`src/rtl/mac_ctl_stats_pkg.sv`:
```
package mac_ctl_stats_pkg;
  localparam int CNT_W         = 16;
  localparam int REG_W         = 32;
  localparam int OPC_W         = 16;
  localparam int NUM_CNT       = 2;
  localparam int MIN_LEN       = 64;
  localparam int MAX_LEN_PLAIN = 1518;
  localparam int MAX_LEN_TAG   = 1522;
  localparam logic [OPC_W-1:0] PAUSE_OPCODE = 16'h0001;

  typedef enum int {
    CNT_PAUSE = 0,
    CNT_OTHER = 1
  } cnt_idx_e;

  typedef struct packed {
    logic             crc_ok;
    logic             vlan;
    logic             ctrl;
    logic [OPC_W-1:0] opcode;
  } frame_flags_t;
endpackage

```
`src/rtl/mcs_classifier.sv`:
```
module mcs_classifier
  import mac_ctl_stats_pkg::*;
#(
  parameter int LEN_W = 14
) (
  input  logic               clk,
  input  logic               rst_n,
  input  logic               valid_i,
  input  frame_flags_t       flags_i,
  input  logic [LEN_W-1:0]   len_i,
  output logic [NUM_CNT-1:0] inc_o
);
  logic len_ok;
  logic eligible;
  logic is_pause;
  logic [NUM_CNT-1:0] inc_d;

  // length window: lower bound fixed, upper bound widens for tagged frames
  always_comb begin
    len_ok = (len_i >= LEN_W'(MIN_LEN));
    if (flags_i.vlan) len_ok = len_ok && (len_i <= LEN_W'(MAX_LEN_TAG));
    else              len_ok = len_ok && (len_i <= LEN_W'(MAX_LEN_PLAIN));
  end

  assign eligible = valid_i && flags_i.crc_ok && flags_i.ctrl && len_ok;
  assign is_pause = (flags_i.opcode == PAUSE_OPCODE);

  always_comb begin
    inc_d            = '0;
    inc_d[CNT_PAUSE] = eligible && is_pause;
    inc_d[CNT_OTHER] = eligible && !is_pause;
  end

  always_ff @(posedge clk) begin
    if (!rst_n) inc_o <= '0;
    else        inc_o <= inc_d;
  end
endmodule

```
`src/rtl/mcs_counter.sv`:
```
module mcs_counter #(
  parameter int W = 16
) (
  input  logic         clk,
  input  logic         rst_n,
  input  logic         inc_i,
  input  logic         wr_i,
  input  logic [W-1:0] wdata_i,
  output logic [W-1:0] cnt_o
);
  // software write overrides a coincident increment; increment wraps naturally
  always_ff @(posedge clk) begin
    if (!rst_n)     cnt_o <= '0;
    else if (wr_i)  cnt_o <= wdata_i;
    else if (inc_i) cnt_o <= cnt_o + W'(1);
  end
endmodule

```
`src/rtl/mcs_regport.sv`:
```
module mcs_regport
  import mac_ctl_stats_pkg::*;
#(
  parameter int ADDR_W = 4
) (
  input  logic                           clk,
  input  logic                           rst_n,
  input  logic                           wr_i,
  input  logic                           rd_i,
  input  logic [ADDR_W-1:0]              addr_i,
  input  logic [NUM_CNT-1:0][CNT_W-1:0]  cnt_i,
  output logic [NUM_CNT-1:0]             wr_sel_o,
  output logic [REG_W-1:0]               rdata_o
);
  localparam int PAD_W = REG_W - CNT_W;

  logic [NUM_CNT-1:0] hit;
  logic [CNT_W-1:0]   rd_mux;

  for (genvar k = 0; k < NUM_CNT; k++) begin : g_dec
    assign hit[k]      = (addr_i == ADDR_W'(k));
    assign wr_sel_o[k] = wr_i && hit[k];
  end

  always_comb begin
    rd_mux = '0;
    for (int k = 0; k < NUM_CNT; k++)
      if (hit[k]) rd_mux = cnt_i[k];
  end

  always_ff @(posedge clk) begin
    if (!rst_n)    rdata_o <= '0;
    else if (rd_i) rdata_o <= {{PAD_W{1'b0}}, rd_mux};
  end
endmodule

```
`src/rtl/mac_ctl_stats.sv`:
```
module mac_ctl_stats
  import mac_ctl_stats_pkg::*;
#(
  parameter int LEN_W  = 14,
  parameter int ADDR_W = 4
) (
  input  logic              clk,
  input  logic              rst_n,
  input  logic              fs_valid,
  input  logic              fs_crc_ok,
  input  logic [LEN_W-1:0]  fs_len,
  input  logic              fs_vlan,
  input  logic              fs_ctrl,
  input  logic [OPC_W-1:0]  fs_opcode,
  input  logic              reg_wr,
  input  logic              reg_rd,
  input  logic [ADDR_W-1:0] reg_addr,
  input  logic [REG_W-1:0]  reg_wdata,
  output logic [REG_W-1:0]  reg_rdata
);
  frame_flags_t                   flags;
  logic [NUM_CNT-1:0]             inc_vec;
  logic [NUM_CNT-1:0]             wr_sel;
  logic [NUM_CNT-1:0][CNT_W-1:0]  cnt_q;
  logic [CNT_W-1:0]               cnt_pause;
  logic [CNT_W-1:0]               cnt_other;

  assign flags = '{crc_ok: fs_crc_ok, vlan: fs_vlan, ctrl: fs_ctrl, opcode: fs_opcode};

  mcs_classifier #(.LEN_W(LEN_W)) u_cls (
    .clk     (clk),
    .rst_n   (rst_n),
    .valid_i (fs_valid),
    .flags_i (flags),
    .len_i   (fs_len),
    .inc_o   (inc_vec)
  );

  for (genvar k = 0; k < NUM_CNT; k++) begin : g_cnt
    mcs_counter #(.W(CNT_W)) u_ctr (
      .clk     (clk),
      .rst_n   (rst_n),
      .inc_i   (inc_vec[k]),
      .wr_i    (wr_sel[k]),
      .wdata_i (reg_wdata[CNT_W-1:0]),
      .cnt_o   (cnt_q[k])
    );
  end

  mcs_regport #(.ADDR_W(ADDR_W)) u_reg (
    .clk      (clk),
    .rst_n    (rst_n),
    .wr_i     (reg_wr),
    .rd_i     (reg_rd),
    .addr_i   (reg_addr),
    .cnt_i    (cnt_q),
    .wr_sel_o (wr_sel),
    .rdata_o  (reg_rdata)
  );

  assign cnt_pause = cnt_q[CNT_PAUSE];
  assign cnt_other = cnt_q[CNT_OTHER];
endmodule

```
`config.mk`:
```
export PLATFORM = sky130hd
export DESIGN_NAME = mac_ctl_stats
export DESIGN_NICKNAME = d
export VERILOG_FILES = /design/src/rtl/mac_ctl_stats_pkg.sv /design/src/rtl/mcs_classifier.sv /design/src/rtl/mcs_counter.sv /design/src/rtl/mcs_regport.sv /design/src/rtl/mac_ctl_stats.sv
export SDC_FILE = /design/constraint.sdc
export NUM_CORES = 1
export LEC_CHECK = 0
export BUFFER_PORTS_ARGS = -buffer_cell sky130_fd_sc_hd__buf_4
export CORE_MARGIN = 2
export CORE_UTILIZATION = 45
export CTS_CLUSTER_SIZE = 12
export DETAILED_ROUTE_END_ITERATION = 7
export GPL_ROUTABILITY_DRIVEN = 0
export PLACE_DENSITY = 0.74
export SLEW_MARGIN = 20
export SYNTH_ARGS = -nofsm -noshare
export SYNTH_HDL_FRONTEND = slang
export SYNTH_SLANG_ARGS = --single-unit
```
`constraint.sdc`:
```
create_clock -name clk -period 3.9 [get_ports clk]
set_input_delay 0.585 -clock clk [delete_from_list [all_inputs] [get_ports clk]]
set_output_delay 0.585 -clock clk [all_outputs]
set_load 0.05 [all_outputs]
```
==> flow_summary_export.csv, run 1 <==
group,metric,value,unit
setup_path,path_cells,"buf_4, or4b_4, nand2b_1, and4_1, nor3_1",
synthesis,syn-instance-count,326,
placed_design,dp_slack,1.314,ns
cts,clk_pin_slew_worst_paths,0.09,ns
cts,root_buffer,"clkbuf_8",
power_and_ir_drop,peakVddDrop,0.0001826,V
floorplanning,die_h,82.23,um
cts,cts_setup_buffers,0,
setup_path,critPathLaunchType,"primary input",
floorplanning,start_util,0.4651,
timing,hold_violations,0,
setup_path,worst-path-buf-inv,1,
global_routing,grt_antenna_before_repair,0,
power_and_ir_drop,power.leakage,1.225,nW
route,vias,2555,
synthesis,synthArstFlopShare,0,
cts,cts_num_sinks,50,
min_path,hold_end,"u_reg.rdata_o[5]$_SDFFE_PN0P_",
final_layout,area_growth,21.26,%
synthesis,ys.flop_type,"dfxtp_1",
setup_path,critPathCaptureType,"flip-flop",
setup_path,r2r_start,"u_cls.inc_o[0]$_SDFF_PN0_",
min_path,hold_depth,2,
cts,postCtsHoldBufs,0,
synthesis,syn_area,0.002754,mm^2
global_routing,grt_max_degree,33,
setup_path,worstPathArrival,2.51,ns
setup_path,required,4.13,ns
cts,cts_tree,"built",
synthesis,synth_warnings,0,
cts,cts_max_level,2,
min_path,hp-start,"u_reg.rdata_o[5]$_SDFFE_PN0P_",
setup_path,cp_slowest_cell,"nand2b_1",
timing,fin_setup_tns,0,ns
synthesis,ys_ff_latch,50,
floorplanning,io_pins,106,
min_path,min-delay-path-class,"flip-flop to flip-flop",
setup_path,rrSetupSlack,2.08,ns
timing,worst_pin_slew,1.036,ns
setup_path,crit_fanout,31,
route,drtAntennaViolNets,0,
timing,fin_crit,2.278,ns
global_routing,grt_pass1_wl,10540,um
cts,ctsResizeCount,0,
final_layout,final_nets,463,
timing,relSlewSlack,0.3091,
run,maxCapViolCount,0,
run_status,outcome,"complete, no violations",
route,drt_pass1_iterations,4,
synthesis,syn_area_per_cell,8.448,um^2
setup_path,r2r-end,"g_cnt[0].u_ctr.cnt_o[13]$_SDFFE_PN0P_",
route,drc,0,
final_layout,num_antenna_cells,0,
final_layout,layout-drive-gt1-share,0.2345,
cts,clkLatencyLatePin,0.30,ns
floorplanning,core.rowCount,28,
placed_design,hpwl,4880,um
setup_path,critPathKind,"primary input to flip-flop",
timing,drv_slew,0,
timing,post-route-period-util,0.5841,
route,routedWlPerCell,14.13,um
global_routing,grt_pass1_vias,2305,
setup_path,r2r_cells,4,
timing,timing.final.ws_setup,1.622,ns
timing,setup_violations,0,
cts,clockBufferDepth,2,
setup_path,slowest_delay,0.64,ns
timing,fin_worst_skew,0.009067,ns
global_routing,overflow,0,
power_and_ir_drop,powerDensity,309.0,mW/mm^2
placed_design,io_buffers,73,
timing,rsz0062_at_grt,"no",
route,vias_per_cell,5.518,
synthesis,yosysSeqAreaShare,0.3635,
global_routing,grtUsageTotal,0.2019,
route,route.final.wire_length,6542,um
floorplanning,fp.dieW,82.23,um
setup_path,cpLargestDelayFamily,"simple AND/OR/NAND/NOR gates",
timing,fmax,0.4390,GHz
synthesis,ys_types,43,
floorplanning,design.die.area,0.006762,mm^2
floorplanning,coreArea,0.005921,mm^2
synthesis,synth_edf_count,0,
cts,cts_buffers,5,
route,drt_iter0_drc,106,
synth_stat cells, types with 2 or more instances:
library cell  count  share of area
a211oi_1         33          0.090
a21oi_1          15          0.027
a22oi_1          16          0.044
and3_1            5          0.011
and4_1            3         0.0095
buf_2             2         0.0036
buf_4            18          0.049
clkbuf_1         14          0.019
dfxtp_1          50           0.36
ha_1              2         0.0091
inv_1             7         0.0095
mux2i_1           2         0.0073
nand2_1           9          0.012
nand3_1           6          0.011
nand4_1          16          0.036
nor2_1           36          0.049
nor3_1           12          0.022
nor4_1           13          0.030
nor4_2            2         0.0091
nor4b_1           3         0.0095
o21ai_0           6          0.011
o21ai_1          10          0.018
xnor2_1          19          0.060
xor2_1            8          0.025
worst min-delay path, delay by kind of cell, from the launching register on:
kind | cells | cell delay, ns
flops | 1 | 0.32
simple gates | 1 | 0.08
compound gates | 1 | 0.05
report_power, final:
group	switching (W)	internal, W	leakage, nW
registers	0.0000160	0.000526	0.407
logic	0.000114	0.0000683	0.770
clock network	0.000164	0.000143	0.0482
final cells by class:
type                       instances  area, um^2
fill                             555        2581
multi-input combinational        247        1560
sequential                        50        1001
timing repair buffer              75       563.0
tap                               75       93.84
clock buffer                       7       86.33
inverter                           8       30.03
clock inverter                     1       5.005
how the worst max path moves through the flow:
stage | depth (start not counted) | from | end
3_5_place_dp | 5 | reg_addr[3] | g_cnt[0].u_ctr.cnt_o[14]$_SDFFE_PN0P_
6_report | 5 | reg_addr[3] | g_cnt[0].u_ctr.cnt_o[14]$_SDFFE_PN0P_
4_1_cts | 5 | reg_addr[3] | g_cnt[0].u_ctr.cnt_o[14]$_SDFFE_PN0P_
3_3_place_gp | 5 | reg_addr[3] | g_cnt[0].u_ctr.cnt_o[14]$_SDFFE_PN0P_
5_1_grt | 5 | reg_addr[3] | g_cnt[0].u_ctr.cnt_o[14]$_SDFFE_PN0P_
2_1_floorplan | 6 | reg_addr[3] | g_cnt[1].u_ctr.cnt_o[10]$_SDFFE_PN0P_
metrics by stage:
step	instance area, um^2	instances	util	hold slack, ns	power [W]
floorplan	2810	341	-	0.4810	0.0006734
global placement	3248	455	0.5486	0.4769	0.0007335
detailed placement	3248	455	0.5486	0.4824	0.0007361
CTS	3339	463	0.5640	0.4945	0.001041
global route	3339	463	0.5640	0.5066	0.001078
finish	3339	463	0.5640	0.4871	0.001032
flip-flops by register name, summed over array words and instances (netlist names):
| register | flops |
|---|---|
| u_cls.inc_o | 2 |
| g_cnt.u_ctr.cnt_o | 32 |
| u_reg.rdata_o | 16 |
cell families (layout without fill, tap and decap cells):
logic type,count (synthesis),count (layout),share of synthesized area
buf+inv,44,91,0.09041
compound gates,83,83,0.1986
mux,2,2,0.007270
simple gates,117,117,0.2440
flops,50,50,0.3635
other cells,1,16,0.001362
fa+ha+maj,2,2,0.009085
xor+xnor,27,27,0.08587
cell usage in the layout (no fill, tap or decap), types with 7 or more instances in the layout:
cell type and count:
o21ai_1 10, nor2_1 36, inv_1 7, a22oi_1 16, dfxtp_1 50, xor2_1 8
nand2_1 9, conb_1 16, a21oi_1 15, nor3_1 12, nor4_1 13, xnor2_1 19
buf_4 75, nand4_1 16, a211oi_1 33
routing by layer:
metal / GRT usage / wire length, um
met1: 0.2664 / 3007
met4: 0.07833 / 111
met5: 0 / 0
met2: 0.3290 / 2993
met3: 0.03370 / 431
No activity file was read; power rests on OpenSTA's default activity.
==> run 2: changes to the inputs <==
clock period = 2.2 ns   (was 3.9 ns; I/O delays follow)
==> flow_summary_export.csv, run 2 (synthesis results as in run 1) <==
group,metric,value,unit
cts,cts_num_sinks,50,
floorplanning,io_pins,106,
route,drtAntennaViolNets,0,
min_path,hold_end,"g_cnt[0].u_ctr.cnt_o[13]$_SDFFE_PN0P_",
power_and_ir_drop,powerDensity,565.9,mW/mm^2
floorplanning,fp.dieW,82.23,um
min_path,hp-start,"reg_wdata[13]",
cts,clk_pin_slew_worst_paths,0.09,ns
setup_path,crit_fanout,10,
final_layout,top_register,"g_cnt.u_ctr.cnt_o",
route,vias_per_cell,5.531,
floorplanning,design.die.area,0.006762,mm^2
timing,fin_worst_skew,0.007834,ns
run_status,outcome,"complete, no violations",
route,route.final.wire_length,6538,um
power_and_ir_drop,peakVddDrop,0.0003852,V
cts,clkLatencyLatePin,0.31,ns
cts,ctsResizeCount,0,
global_routing,overflow,0,
global_routing,grt_antenna_before_repair,0,
cts,postCtsHoldBufs,0,
timing,worst_pin_slew,0.7040,ns
power_and_ir_drop,power.leakage,1.264,nW
final_layout,layout-drive-gt1-share,0.2462,
global_routing,grt_pass1_vias,2342,
setup_path,r2r-end,"g_cnt[0].u_ctr.cnt_o[13]$_SDFFE_PN0P_",
timing,relSlewSlack,0.5185,
setup_path,r2r_cells,4,
placed_design,placed_area,0.003293,mm^2
final_layout,fin_area,0.003402,mm^2
final_layout,final_common_cell,"buf_4",
floorplanning,core.rowCount,28,
setup_path,rrSetupSlack,0.40,ns
placed_design,dp_slack,0.3469,ns
final_layout,final_util,0.5746,
global_routing,grtUsageTotal,0.2032,
run,maxCapViolCount,0,
floorplanning,die_h,82.23,um
cts,cts_tree,"built",
final_layout,num_antenna_cells,0,
min_path,min-delay-path-class,"primary input to flip-flop",
route,vias,2594,
timing,post-route-period-util,0.8186,
setup_path,critPathKind,"flip-flop to flip-flop",
global_routing,grt_max_degree,33,
route,drc,0,
timing,fmax,0.5553,GHz
placed_design,hpwl,4921,um
min_path,hold_depth,3,
timing,rsz0062_at_grt,"no",
final_layout,final_nets,469,
final_layout,largestRegisters,"g_cnt.u_ctr.cnt_o x32, u_reg.rdata_o x16, u_cls.inc_o x2",
setup_path,critPathCaptureType,"flip-flop",
timing,drv_slew,0,
route,drt_iter0_drc,79,
route,routedWlPerCell,13.94,um
timing,hold_violations,0,
cts,clockBufferDepth,2,
final_layout,area_growth,23.53,%
cts,cts_buffers,5,
floorplanning,coreArea,0.005921,mm^2
final_layout,largest_reg_flops,32,
timing,finalHoldWorstSlack,0.2706,ns
floorplanning,start_util,0.4651,
timing,fin_crit,1.801,ns
timing,timing.final.ws_setup,0.3991,ns
setup_path,r2r_start,"g_cnt[0].u_ctr.cnt_o[3]$_SDFFE_PN0P_",
cts,cts_setup_buffers,0,
setup_path,critPathLaunchType,"flip-flop",
cts,cts_max_level,2,
final_layout,mostFrequentLayoutCells,"81 x buf_4, 50 x dfxtp_1, 36 x nor2_1",
setup_path,required,2.45,ns
timing,setup_violations,0,
route,drt_pass1_iterations,4,
global_routing,grt_pass1_wl,10680,um
placed_design,io_buffers,73,
setup_path,worstPathArrival,2.06,ns
timing,fin_setup_tns,0,ns
cts,root_buffer,"clkbuf_8",
-- run 2: cell count changes in the layout (fill, tap and decap cells not counted), sizes merged --
cell,before,now
buf,75,81
clkinv,1,2
bufinv,0,1
clkbuf,7,5
-- run 2: worst max path at each step --
| stage | from | end | slack (ns) | cells after the start |
|---|---|---|---|---|
| final | g_cnt[0].u_ctr.cnt_o[3]$_SDFFE_PN0P_ | g_cnt[0].u_ctr.cnt_o[13]$_SDFFE_PN0P_ | 0.40 | 4 |
| after global routing | g_cnt[0].u_ctr.cnt_o[3]$_SDFFE_PN0P_ | g_cnt[0].u_ctr.cnt_o[13]$_SDFFE_PN0P_ | 0.34 | 4 |
| after CTS | g_cnt[0].u_ctr.cnt_o[3]$_SDFFE_PN0P_ | g_cnt[0].u_ctr.cnt_o[13]$_SDFFE_PN0P_ | 0.38 | 4 |
| after detailed placement | reg_addr[3] | g_cnt[0].u_ctr.cnt_o[14]$_SDFFE_PN0P_ | 0.35 | 6 |
| after global placement | reg_addr[3] | g_cnt[1].u_ctr.cnt_o[9]$_SDFFE_PN0P_ | 0.38 | 6 |
| after floorplan | reg_addr[3] | g_cnt[1].u_ctr.cnt_o[10]$_SDFFE_PN0P_ | 0.53 | 6 |
-- run 2: layout make-up --
| class | count | area, um^2 |
|---|---|---|
| Timing Repair Buffer | 81 | 608.1 |
| Sequential cell | 50 | 1001 |
| Clock inverter | 3 | 40.04 |
| Clock buffer | 5 | 68.82 |
| Multi-Input combinational cell | 247 | 1560 |
| Inverter | 8 | 30.03 |
| Fill cell | 555 | 2519 |
| Tap cell | 75 | 93.84 |
-- run 2: per-stage QoR --
stage / power (W) / std cells
final: 0.001925 / 469
after global routing: 0.002023 / 469
after CTS: 0.001940 / 469
after detailed placement: 0.001308 / 461
after global placement: 0.001304 / 461
after floorplan: 0.001194 / 341
-- run 2: critical path, stage by stage (launching register included) --
cell and delay, ns:
dfxtp_1 0.48, nand4_4 0.22, or4_4 0.56, or4_1 0.40, nand3_1 0.09
-- run 2: layer usage --
layer | global-route usage | part of all wire | up-vias | wire (um)
li1 | - | - | 1320 | -
met1 | 0.2732 | 0.46 | 1171 | 3020
met3 | 0.03587 | 0.075 | 6 | 491
met4 | 0.06000 | 0.013 | 0 | 85
met2 | 0.3323 | 0.45 | 97 | 2940
met5 | 0 | 0 | - | 0
-- run 2: where the power goes --
part / leakage [nW] / total, W / internal [W] / switching [W]
logic: 0.799 / 0.000327 / 0.000124 / 0.000204
clock network: 0.0579 / 0.000638 / 0.000335 / 0.000303
registers: 0.407 / 0.000960 / 0.000933 / 0.0000277
==> run 3: changes to the inputs <==
CORE_UTILIZATION = 44   (was 45)
PLACE_DENSITY = 0.76   (was 0.74)
clock period = 1.6 ns   (was 2.2 ns; I/O delays follow)
==> flow_summary_export.csv, run 3 (synthesis results as in run 1) <==
group,metric,value,unit
power_and_ir_drop,power_switching,0.0007414,W
cts,clockBufferDepth,2,
floorplanning,die_h,83.11,um
setup_path,critPathCaptureType,"flip-flop",
cts,root_buffer,"clkbuf_8",
timing,fin_crit,1.559,ns
setup_path,critPathKind,"flip-flop to flip-flop",
placed_design,hpwl,5405,um
final_layout,num_antenna_cells,0,
placed_design,io_buffers,73,
final_layout,final_common_cell,"buf_4",
final_layout,final_nets,498,
final_layout,mostFrequentLayoutCells,"109 x buf_4, 44 x dfxtp_1, 36 x nor2_1",
timing,setup_violations,0,
floorplanning,io_pins,106,
timing,drv_slew,0,
floorplanning,start_util,0.4597,
power_and_ir_drop,switching_share,0.2771,
final_layout,layout-drive-gt1-share,0.3191,
cts,cts_num_sinks,50,
route,routedWlPerCell,14.12,um
timing,hold_violations,0,
route,drtAntennaViolNets,0,
global_routing,grt_max_degree,33,
cts,clkLatencyLatePin,0.30,ns
timing,timing.final.ws_setup,0.04130,ns
final_layout,top_register,"g_cnt.u_ctr.cnt_o",
setup_path,critPathLaunchType,"flip-flop",
global_routing,grt_antenna_before_repair,0,
final_layout,area_growth,33.03,%
setup_path,rrSetupSlack,0.04,ns
cts,cts_max_level,2,
timing,post-route-period-util,0.9742,
timing,rsz0062_at_grt,"yes",
global_routing,grt_pass1_wl,11930,um
final_layout,largest_reg_flops,32,
placed_design,dp_slack,-0.1070,ns
floorplanning,core.rowCount,28,
setup_path,worstPathArrival,1.81,ns
global_routing,overflow,0,
cts,cts_tree,"built",
power_and_ir_drop,p_int,0.001934,W
final_layout,fillCellCount,526,
power_and_ir_drop,seqPwrFrac,0.490,
cts,cts_buffers,5,
min_path,min-delay-path-class,"primary input to flip-flop",
placed_design,placed_cells,490,
power_and_ir_drop,pwr-share-clk,0.327,
final_layout,final-instance-count-excl-fill,498,
timing,fin_worst_skew,0.006761,ns
setup_path,required,1.85,ns
setup_path,crit_fanout,2,
timing,fmax,0.6416,GHz
floorplanning,fp.dieW,83.11,um
run,maxCapViolCount,0,
route,drt_pass1_iterations,5,
final_layout,largestRegisters,"g_cnt.u_ctr.cnt_o x32, u_reg.rdata_o x16, u_cls.inc_o x2",
cts,clk_pin_slew_worst_paths,0.09,ns
cts,postCtsHoldBufs,0,
final_layout,seq_area,0.001008,mm^2
power_and_ir_drop,peakVddDrop,0.0005316,V
route,drt_iter0_drc,148,
power_and_ir_drop,comb_power_share,0.183,
power_and_ir_drop,powerDensity,730.4,mW/mm^2
global_routing,grtUsageTotal,0.2066,
floorplanning,design.die.area,0.006907,mm^2
run_status,outcome,"complete, no violations",
power_and_ir_drop,power.leakage,1.437,nW
route,drc,0,
route,vias,2773,
route,route.final.wire_length,7034,um
route,vias_per_cell,5.568,
floorplanning,coreArea,0.005991,mm^2
final_layout,multi_input_area,0.001584,mm^2
global_routing,grt_pass1_vias,2646,
run 3: path summary, 6_finish.rpt:
path                                              from                                    end  cells past startpoint
setup / recovery  g_cnt[0].u_ctr.cnt_o[5]$_SDFFE_PN0P_  g_cnt[0].u_ctr.cnt_o[13]$_SDFFE_PN0P_                      4
hold / removal                           reg_wdata[15]  g_cnt[1].u_ctr.cnt_o[15]$_SDFFE_PN0P_                      3
setup reg to reg  g_cnt[0].u_ctr.cnt_o[5]$_SDFFE_PN0P_  g_cnt[0].u_ctr.cnt_o[13]$_SDFFE_PN0P_                      4
hold reg to reg          u_reg.rdata_o[3]$_SDFFE_PN0P_          u_reg.rdata_o[3]$_SDFFE_PN0P_                      2
run 3: area by class of cell:
| class | count | share of cell area |
|---|---|---|
| repair buffers | 110 | 0.2288 |
| clock inverters | 3 | 0.01093 |
| flip-flops and latches | 50 | 0.2753 |
| well taps | 75 | 0.02561 |
| multi-input cells | 247 | 0.4324 |
| clock buffers | 5 | 0.01878 |
| inverters | 8 | 0.008197 |
run 3: critical path, stage by stage, from the launching register on:
cell	delay [ns]
dfxtp_2	0.36
nand4_4	0.11
or4_4	0.53
or4_4	0.43
nand3_2	0.08
run 3: per-stage QoR:
step / util / TNS (ns) / hold WS (ns) / total power (W) / cell area (um^2)
after floorplan: - / 0 / 0.3864 / 0.001642 / 2823
after global placement: 0.5902 / -0.8912 / 0.4768 / 0.001818 / 3536
after detailed placement: 0.5902 / -1.399 / 0.4844 / 0.001826 / 3536
after CTS: 0.6086 / 0 / 0.2049 / 0.002685 / 3646
after global routing: 0.6115 / -0.01825 / 0.2052 / 0.002801 / 3664
final: 0.6115 / 0 / 0.2175 / 0.002676 / 3664
run 3: metal layers:
layer,track usage,vias up,routed length [um],part of all wire
met5,0,-,0,0
met3,0.04970,17,535,0.076
li1,-,1378,-,-
met2,0.3424,116,3277,0.47
met1,0.2580,1262,3058,0.43
met4,0.08197,0,163,0.023
run 3: power groups by stage:
stage | clock (W) | sequential (W) | combinational, W
floorplan | 0 | 0.00141 | 0.000231
global placement | 0 | 0.00134 | 0.000479
detailed placement | 0 | 0.00134 | 0.000485
CTS | 0.000887 | 0.00131 | 0.000486
global route | 0.000958 | 0.00132 | 0.000525
finish | 0.000876 | 0.00131 | 0.000488
run 3: repair_timing:
item	CTS	global route
resized for setup	1	5
gates cloned	0	0
endpoints found under the hold margin	0	0
buffers inserted	0	0
endpoints found under the setup margin	1	4
